<file path="src/rtl/wave_pkg.sv">
package wave_pkg;
  localparam int NOISE_TAPS = 8;
  // tap index feeding output bit (OUT_W-NOISE_TAPS+k)
  localparam int NOISE_TAP [NOISE_TAPS] = '{0, 2, 5, 9, 11, 14, 18, 20};

  typedef struct packed {
    logic noise;
    logic pulse;
    logic saw;
    logic tri_w;
  } wsel_t;
endpackage

</file>
<file path="src/rtl/pulse_cmp.sv">
module pulse_cmp #(
  parameter int W = 12
) (
  input  logic [W-1:0] phase,
  input  logic [W-1:0] width,
  input  logic         test,
  output logic         pulse
);
  logic [W:0] cy;
  assign cy[0] = 1'b1;

  generate
    for (genvar i = 0; i < W; i++) begin : g_chain
      logic b;
      assign b       = ~width[i];
      assign cy[i+1] = (phase[i] & b) | (cy[i] & (phase[i] ^ b));
    end
  endgenerate

  assign pulse = cy[W] | test;

  always_comb begin

    carry_order_chk: assert (cy[W] == (phase >= width))
      else $error("carry chain disagrees with magnitude order");

    test_force_chk: assert (!test || pulse)
      else $error("test did not force pulse");
  end
endmodule

</file>
<file path="src/rtl/wave_sources.sv">
module wave_sources
  import wave_pkg::*;
#(
  parameter int ACC_W  = 24,
  parameter int OUT_W  = 12,
  parameter int LFSR_W = 23
) (
  input  logic [ACC_W-1:0]  acc,
  input  logic              saw_msb,
  input  logic              sync_msb,
  input  logic              ring_en,
  input  logic [LFSR_W-1:0] lfsr,
  output logic [OUT_W-1:0]  saw,
  output logic [OUT_W-1:0]  tri_v,
  output logic [OUT_W-1:0]  noise
);
  localparam int LOW_BITS = OUT_W - NOISE_TAPS;

  logic fold;

  assign saw  = {saw_msb, acc[ACC_W-2 -: OUT_W-1]};
  assign fold = ring_en ? (acc[ACC_W-1] ^ ~sync_msb) : acc[ACC_W-1];
  assign tri_v = acc[ACC_W-2 -: OUT_W] ^ {OUT_W{fold}};

  generate
    for (genvar k = 0; k < NOISE_TAPS; k++) begin : g_tap
      assign noise[LOW_BITS+k] = lfsr[NOISE_TAP[k]];
    end
    if (LOW_BITS > 0) begin : g_low
      assign noise[LOW_BITS-1:0] = '0;
    end
  endgenerate

  always_comb begin

    tri_flat_chk: assert (ring_en || (tri_v[OUT_W-1] == (acc[ACC_W-2] ^ acc[ACC_W-1])))
      else $error("triangle top bit not folded by own MSB");
  end
endmodule

</file>
<file path="src/rtl/wave_combine.sv">
module wave_combine
  import wave_pkg::*;
#(
  parameter int OUT_W = 12
) (
  input  wsel_t            sel,
  input  logic [OUT_W-1:0] saw,
  input  logic [OUT_W-1:0] tri_v,
  input  logic             pulse,
  input  logic [OUT_W-1:0] noise,
  output logic [OUT_W-1:0] code
);
  localparam int NSRC = 4;

  logic [NSRC-1:0]             en;
  logic [NSRC-1:0][OUT_W-1:0]  src;
  logic [NSRC:0][OUT_W-1:0]    acc_and;
  logic                        noise_mix;

  assign en  = {sel.noise, sel.pulse, sel.saw, sel.tri_w};
  assign src = {noise, {OUT_W{pulse}}, saw, tri_v};
  assign acc_and[0] = '1;

  generate
    for (genvar s = 0; s < NSRC; s++) begin : g_and
      assign acc_and[s+1] = en[s] ? (acc_and[s] & src[s]) : acc_and[s];
    end
  endgenerate

  assign noise_mix = sel.noise && (sel.pulse || sel.saw || sel.tri_w);

  always_comb begin
    if (en == '0 || noise_mix) code = '0;
    else                       code = acc_and[NSRC];
  end

  always_comb begin
    for (int s = 0; s < NSRC; s++) begin

      code_subset_chk: assert (!en[s] || ((code & ~src[s]) == '0))
        else $error("output bit set that a selected source lacks");
    end
  end
endmodule

</file>
<file path="src/rtl/wavesel_top.sv">
module wavesel_top
  import wave_pkg::*;
#(
  parameter int ACC_W       = 24,
  parameter int OUT_W       = 12,
  parameter int LFSR_W      = 23,
  parameter bit SAW_MSB_REG = 1'b0
) (
  input  logic              clk,
  input  logic              rst_n,
  input  logic              in_valid,
  output logic              in_ready,
  input  logic [ACC_W-1:0]  acc,
  input  logic [OUT_W-1:0]  pw,
  input  logic [3:0]        wave_sel,
  input  logic              test,
  input  logic              sync_msb,
  input  logic              ring_en,
  input  logic [LFSR_W-1:0] lfsr,
  output logic              out_valid,
  input  logic              out_ready,
  output logic [OUT_W-1:0]  out_code
);
  logic             take;
  logic             saw_msb;
  logic             pulse;
  logic [OUT_W-1:0] saw, tri_v, noise, code;
  wsel_t            sel;

  assign in_ready = !out_valid || out_ready;
  assign take     = in_valid && in_ready;
  assign sel      = wave_sel;

  generate
    if (SAW_MSB_REG) begin : g_msb_ff
      logic msb_q;
      always_ff @(posedge clk) begin
        if (!rst_n)    msb_q <= 1'b0;
        else if (take) msb_q <= acc[ACC_W-1];
      end
      assign saw_msb = msb_q;
    end else begin : g_msb_direct
      assign saw_msb = acc[ACC_W-1];
    end
  endgenerate

  pulse_cmp #(.W(OUT_W)) u_pulse (
    .phase (acc[ACC_W-1 -: OUT_W]),
    .width (pw),
    .test  (test),
    .pulse (pulse)
  );

  wave_sources #(.ACC_W(ACC_W), .OUT_W(OUT_W), .LFSR_W(LFSR_W)) u_src (
    .acc      (acc),
    .saw_msb  (saw_msb),
    .sync_msb (sync_msb),
    .ring_en  (ring_en),
    .lfsr     (lfsr),
    .saw      (saw),
    .tri_v    (tri_v),
    .noise    (noise)
  );

  wave_combine #(.OUT_W(OUT_W)) u_mix (
    .sel   (sel),
    .saw   (saw),
    .tri_v (tri_v),
    .pulse (pulse),
    .noise (noise),
    .code  (code)
  );

  always_ff @(posedge clk) begin
    if (!rst_n) begin
      out_valid <= 1'b0;
      out_code  <= '0;
    end else if (take) begin
      out_valid <= 1'b1;
      out_code  <= code;
    end else if (out_ready) begin
      out_valid <= 1'b0;
    end
  end


  accept_valid_chk: assert property (@(posedge clk) disable iff (!rst_n)
    take |=> out_valid);

  hold_stall_chk: assert property (@(posedge clk) disable iff (!rst_n)
    (out_valid && !out_ready) |=> (out_valid && $stable(out_code)));

  noise_mix_zero_chk: assert property (@(posedge clk) disable iff (!rst_n)
    (take && wave_sel[3] && (wave_sel[2:0] != 3'b000)) |=> (out_code == '0));

  test_high_chk: assert property (@(posedge clk) disable iff (!rst_n)
    (take && wave_sel == 4'b0100 && test) |=> (out_code == '1));
endmodule

</file>
<file path="config.mk">
export PLATFORM = sky130hd
export DESIGN_NAME = wavesel_top
export DESIGN_NICKNAME = d
export VERILOG_FILES = /design/src/rtl/wave_pkg.sv /design/src/rtl/pulse_cmp.sv /design/src/rtl/wave_sources.sv /design/src/rtl/wave_combine.sv /design/src/rtl/wavesel_top.sv
export SDC_FILE = /design/constraint.sdc
export NUM_CORES = 1
export LEC_CHECK = 0
export BUFFER_PORTS_ARGS = -buffer_cell sky130_fd_sc_hd__buf_2
export CORE_MARGIN = 5
export CORE_UTILIZATION = 30
export DETAILED_ROUTE_END_ITERATION = 16
export GPL_TIMING_DRIVEN = 1
export PLACE_DENSITY = 0.64
export SETUP_SLACK_MARGIN = 0.4
export SLEW_MARGIN = 5
export SYNTH_ARGS = -nofsm -noshare
export SYNTH_HDL_FRONTEND = slang
export SYNTH_SLANG_ARGS = --single-unit
</file>
<file path="constraint.sdc">
create_clock -name clk -period 2.05 [get_ports clk]
set_input_delay 0.3075 -clock clk [delete_from_list [all_inputs] [get_ports clk]]
set_output_delay 0.3075 -clock clk [all_outputs]
set_load 0.01 [all_outputs]
</file>
Word level (Yosys, flattened, before mapping). Cells that the tools add are included.

Output and inout port bits: 14. Register bits: 13.

Bitwise operators: 66. Muxes and demuxes: 8. Reduce and logical (&&, ||, !) cells: 9.

Operators by type and width (count): 12-bit 2-to-1 mux (5); 12-bit AND (3); 1-bit AND (23); 1-bit inverter (13); 1-bit OR (13); 1-bit XOR (13); 12-bit XOR (1); 4-bit zero test (1); 1-bit logical OR (4); 1-bit 2-to-1 mux (3); 1-bit logical AND (2); 2-bit nonzero test (1); 1-bit zero test (1).

Depth between registers and ports, before layout.
Depth after elaboration: 31. Depth in mapped cells: 8. Mapped depth without buffers: 7.

Modules after synthesis. A second synthesis with hierarchy kept.

Cells, all modules: 195. Area total of the unflattened synthesis: 1600.3 µm².

By module, submodules not included: wavesel_top (cells an instance 58, instances 1, area each 549.3 µm²); wave_sources (cells an instance 52, instances 1, area each 424.2 µm²); wave_combine (cells an instance 47, instances 1, area each 350.3 µm²); pulse_cmp (cells an instance 38, instances 1, area each 276.5 µm²).

Least setup slack after synthesis. No wires, ideal clock.

Kind: input -> register. Start: in pw[4]. End: reg out_code[10]. Buffers on the path: 1. Stages on the path: 8. Required time: 1.933 ns. Library setup time: 0.117 ns. Arrival: 1.688 ns. Path slack: 0.245 ns. Cell sequence: inv_1 ha_1 a21o_1 a2111oi_2 o21ai_1 o2bb2ai_2 buf_6 a32o_1.

Longest elaborated chain between the ends: 24. Elaborated cells on any way between the ends: 25.

RTL lines: start, declared (RTL line wavesel_top.sv:14) `input logic [OUT_W-1:0] pw,`; 1-bit inverter * (RTL line pulse_cmp.sv:15) `assign b = ~width[i];`; 1-bit XOR (RTL line pulse_cmp.sv:16) `assign cy[i+1] = (phase[i] & b) | (cy[i] & (phase[i] ^ b));`; 1-bit AND (RTL line pulse_cmp.sv:16); 1-bit OR * (RTL line pulse_cmp.sv:16); 1-bit AND * (RTL line pulse_cmp.sv:16); 1-bit OR * (RTL line pulse_cmp.sv:16); 1-bit AND * (RTL line pulse_cmp.sv:16); 1-bit OR * (RTL line pulse_cmp.sv:16); [... 8 more ...]; 1-bit AND * (RTL line pulse_cmp.sv:16); 1-bit OR * (RTL line pulse_cmp.sv:16); 1-bit OR * (RTL line pulse_cmp.sv:20) `assign pulse = cy[W] | test;`; 12-bit AND * (RTL line wave_combine.sv:26) `assign acc_and[s+1] = en[s] ? (acc_and[s] & src[s]) : acc_and[s];`; 12-bit 2-to-1 mux * (RTL line wave_combine.sv:26); 12-bit AND (RTL line wave_combine.sv:26); 12-bit 2-to-1 mux * (RTL line wave_combine.sv:26); 12-bit 2-to-1 mux * (RTL line wave_combine.sv:33) `if (en == '0 || noise_mix) code = '0;`; end signal, assigned (RTL line wavesel_top.sv:80) `out_code <= code;`; end, declared (RTL line wavesel_top.sv:22) `output logic [OUT_W-1:0] out_code`.

Mark *: on every way between the ends. The rest lies on a longest branch, timed or not. A chain may end at the register's enable or synchronous reset.

Worst setup path after layout.
Start: in pw[4]. End: reg out_code[1].

Same word-level chain as after synthesis.

==> flow_summary.ini <==
[status]
outcome = completed

[grt]
grt.total_usage = 0.1213
grt_overflow_total = 0
grt_pass1_wl_um = 4933
grt_start_max_net_pins = 14
grt_antenna_before_repair = 0
first_global_vias = 1136

[routing]
routed_wirelength_um = 3065
wl_per_cell_um = 13.27
initialDrtViolationCount = 127
vias = 1130
vias_per_cell = 4.892
dr.pass1.iters = 4
ant_nets = 0
post-route-drc-count = 0

[synthesis]
avg_cell_area_syn_um2 = 8.921
synth_cell_types = 31
synth_largest_area_cell = dfxtp_1
synth_simple_gate_area_frac = 0.1026
yosys_warning_count = 0
synthAdderAreaFrac = 0.1254
postSynth.topFlopCell = dfxtp_1
synth_top_family_by_area = compound AO/OA/AOI/OAI gates
syn-instance-count = 123
sequential_to_total_area_share_from_yosys_stat = 0.2372
post_synth_main_area_contributors = dfxtp_1, ha_1, a32o_1, a222oi_1, inv_1
synth_area_um2 = 1097
synth_enable_flop_cells = 0
async_reset_ff_frac = 0
post_synth_mux_area_share = 0
synthXorXnorAreaFrac = 0.1186
synth-compound-area-share = 0.2862
synth.ff_latch_count = 13
nets_in_the_synthesized_netlist = 204
synth.top_cell.area_share = 0.2372

[sta]
tns_ns = 0
worst_hold_slack_ns = 0.3365
worst_clock_skew_ns = 0.003351
post-route-period-util = 0.7935
finalWorstPathRequiredPeriod_ns = 1.627
timing.final.hold_violations = 0
drv_slew = 0
rsz0062_at_grt = true
achievable-frequency_mhz = 614.7
layout_setup_ws_ns = 0.4232
transition_time_of_the_tightest_slew_check_pin_ns = 0.5322
report.final.setup_viol = 0
timing.slew.headroom = 0.6452

[floorplanning]
dieWidth_um = 70.48
io-pin-count = 84
rows = 22
core_area_um2 = 3606
die_height_um = 70.48
initial_core_util = 0.3043
fp.dieArea_um2 = 4967

[pwr]
power.share.switching = 0.3085
leakagePower_nw = 0.8071
power_switching_w = 0.0002433
power.density_nw_per_um2 = 486.0
power.share.combinational = 0.367
worst_ir_drop_vdd_v = 0.0002931
power_frac_clock = 0.289
cellInternalPower_w = 0.0005454
seq_power_share = 0.345

[worst_setup_path]
worst-endpoint-arrival_ns = 1.76
critical_path.max_stage_delay_ns = 0.30
buffers_inverters_on_critical_path = 2
cp_num_cells = 8
timing.reg2reg.worst_path_depth = 5
critical_path.endpoint = out_code[1]
worst_path_cell_trace = buf_8, inv_12, ha_4, a21o_1, a2111oi_4, o21ai_2, o2bb2ai_4, a32o_2
critPathSlowestCell = a2111oi_4
critical_path.startpoint = pw[4]
cp-end-kind = flop
timing.critical_path.fanout_max = 6
crit_family = compound AO/OA/AOI/OAI gates
path_class = primary input to flop
critical_path_required_ns = 2.19
reg2reg_setup_slack_ns = 0.61
worst_r2r_startpoint = out_valid
cp-start-kind = primary input
r2r_end = out_code[5]

[hold_path]
hold_path_class = primary input to flop

[job]
max_cap_viol_count = 0

[place]
dp_hpwl_um = 2369
finalWeightedCongestion = 0.7203
place.detailed.instances = 224
placement.setup.worst_slack_ns = 0.01450
place.port_buffers = 57

[clocking]
tritoncts = yes
clk_latency_ns = 0.24
root_buffer_cell = clkbuf_8
ctsHtreeMaxLevel = 1
postCtsHoldBufs = 0
cts-root-to-sink-buffers = 2
cts_made_buffers = 3
tritoncts_num_sinks = 13
clkTransAtPathRegs_ns = 0.06

[cells_and_area]
final_nets = 265
antenna_cells = 0
drive_above_1_share = 0.4317
final_cell_count_no_fill = 231
areaGrowthSynthToFinish_pct = 47.89
utilization = 0.4500
==> power groups by stage <==
stage	combinational, W	sequential [W]	clock [W]
finish	0.000289	0.000272	0.000228
CTS	0.000273	0.000272	0.000237
detailed placement	0.000255	0.000277	0
global route	0.000320	0.000274	0.000251
global placement	0.000251	0.000277	0
floorplan	0.000159	0.000283	0
==> synthesized netlist by cell type (2+ instances only) <==
cell type	instances
a21oi_1	4
nor2b_1	4
clkbuf_1	3
xor2_1	5
dfxtp_1	13
a21boi_0	2
clkinv_1	7
ha_1	11
a222oi_1	8
inv_1	21
nor2_1	3
a32o_1	10
a32o_2	2
nand3_1	2
a21o_1	2
buf_6	2
nand2b_1	2
nor3_1	2
xnor2_1	8
==> per-layer routing <==
metal	part of all wire	GRT usage
met3	0.079	0.04173
met1	0.41	0.1445
met4	0.0046	0.01277
met2	0.50	0.2152
met5	0	0
==> cells by family after synthesis <==
group	after synthesis
AND/OR/NAND/NOR	16
AO/OA/AOI/OAI	35
XOR/XNOR	14
adder cells (fa/ha/maj)	11
buffers and inverters	34
flip-flops	13
==> worst reg2reg max path, delay by kind of cell (launching register included) <==
family | cells | cell delay, ns
AOI/OAI and AO/OA | 2 | 0.39
and+or+nand+nor | 3 | 0.68
DFF | 1 | 0.31
==> cell type report <==
class | count | area, µm²
Sequential cell | 13 | 260.3
Timing Repair Buffer | 61 | 331.6
Tap cell | 48 | 60.06
Fill cell | 373 | 1983
Inverter | 28 | 117.6
Multi-Input combinational cell | 77 | 808.3
Clock buffer | 4 | 45.04
==> worst min-delay path by stage <==
stage / from / to / slack (ns) / cells after the start
global placement: out_code[3] / out_code[3] / 0.45 / 1
global route: rst_n / out_valid / 0.34 / 2
floorplan: in_valid / out_valid / 0.45 / 2
detailed placement: out_code[3] / out_code[3] / 0.45 / 1
CTS: in_valid / out_valid / 0.32 / 3
finish: rst_n / out_valid / 0.34 / 2
==> cells in the final DEF (no fill, tap or decap), types with 3 or more instances in the layout <==
master	instances
xnor2_1	8
buf_2	55
nor2b_1	4
buf_4	4
ha_1	9
a222oi_1	8
dfxtp_1	13
xor2_1	5
clkinv_1	7
a21oi_1	4
clkbuf_8	3
a32o_1	10
inv_1	20
nor2_1	3
==> timing repair <==
item | CTS | global route
setup buffers | 0 | 2
setup endpoints to repair | 12 | 12
pin swaps | 4 | 8
resized for setup | 9 | 7
endpoints found under the hold margin | 0 | 0
gates cloned | 1 | 0
==> per-stage QoR <==
| step | cell area, µm² | power, W |
|---|---|---|
| 6_report | 1623 | 0.0007887 |
| 4_1_cts | 1555 | 0.0007817 |
| 3_5_place_dp | 1445 | 0.0005318 |
| 2_1_floorplan | 1122 | 0.0004424 |
| 3_3_place_gp | 1445 | 0.0005285 |
| 5_1_grt | 1623 | 0.0008445 |
==> flip-flops by register name, indices dropped and copies added, names as in the netlist <==
name       count
out_valid      1
out_code      12
(Power assumes the default switching activity.)
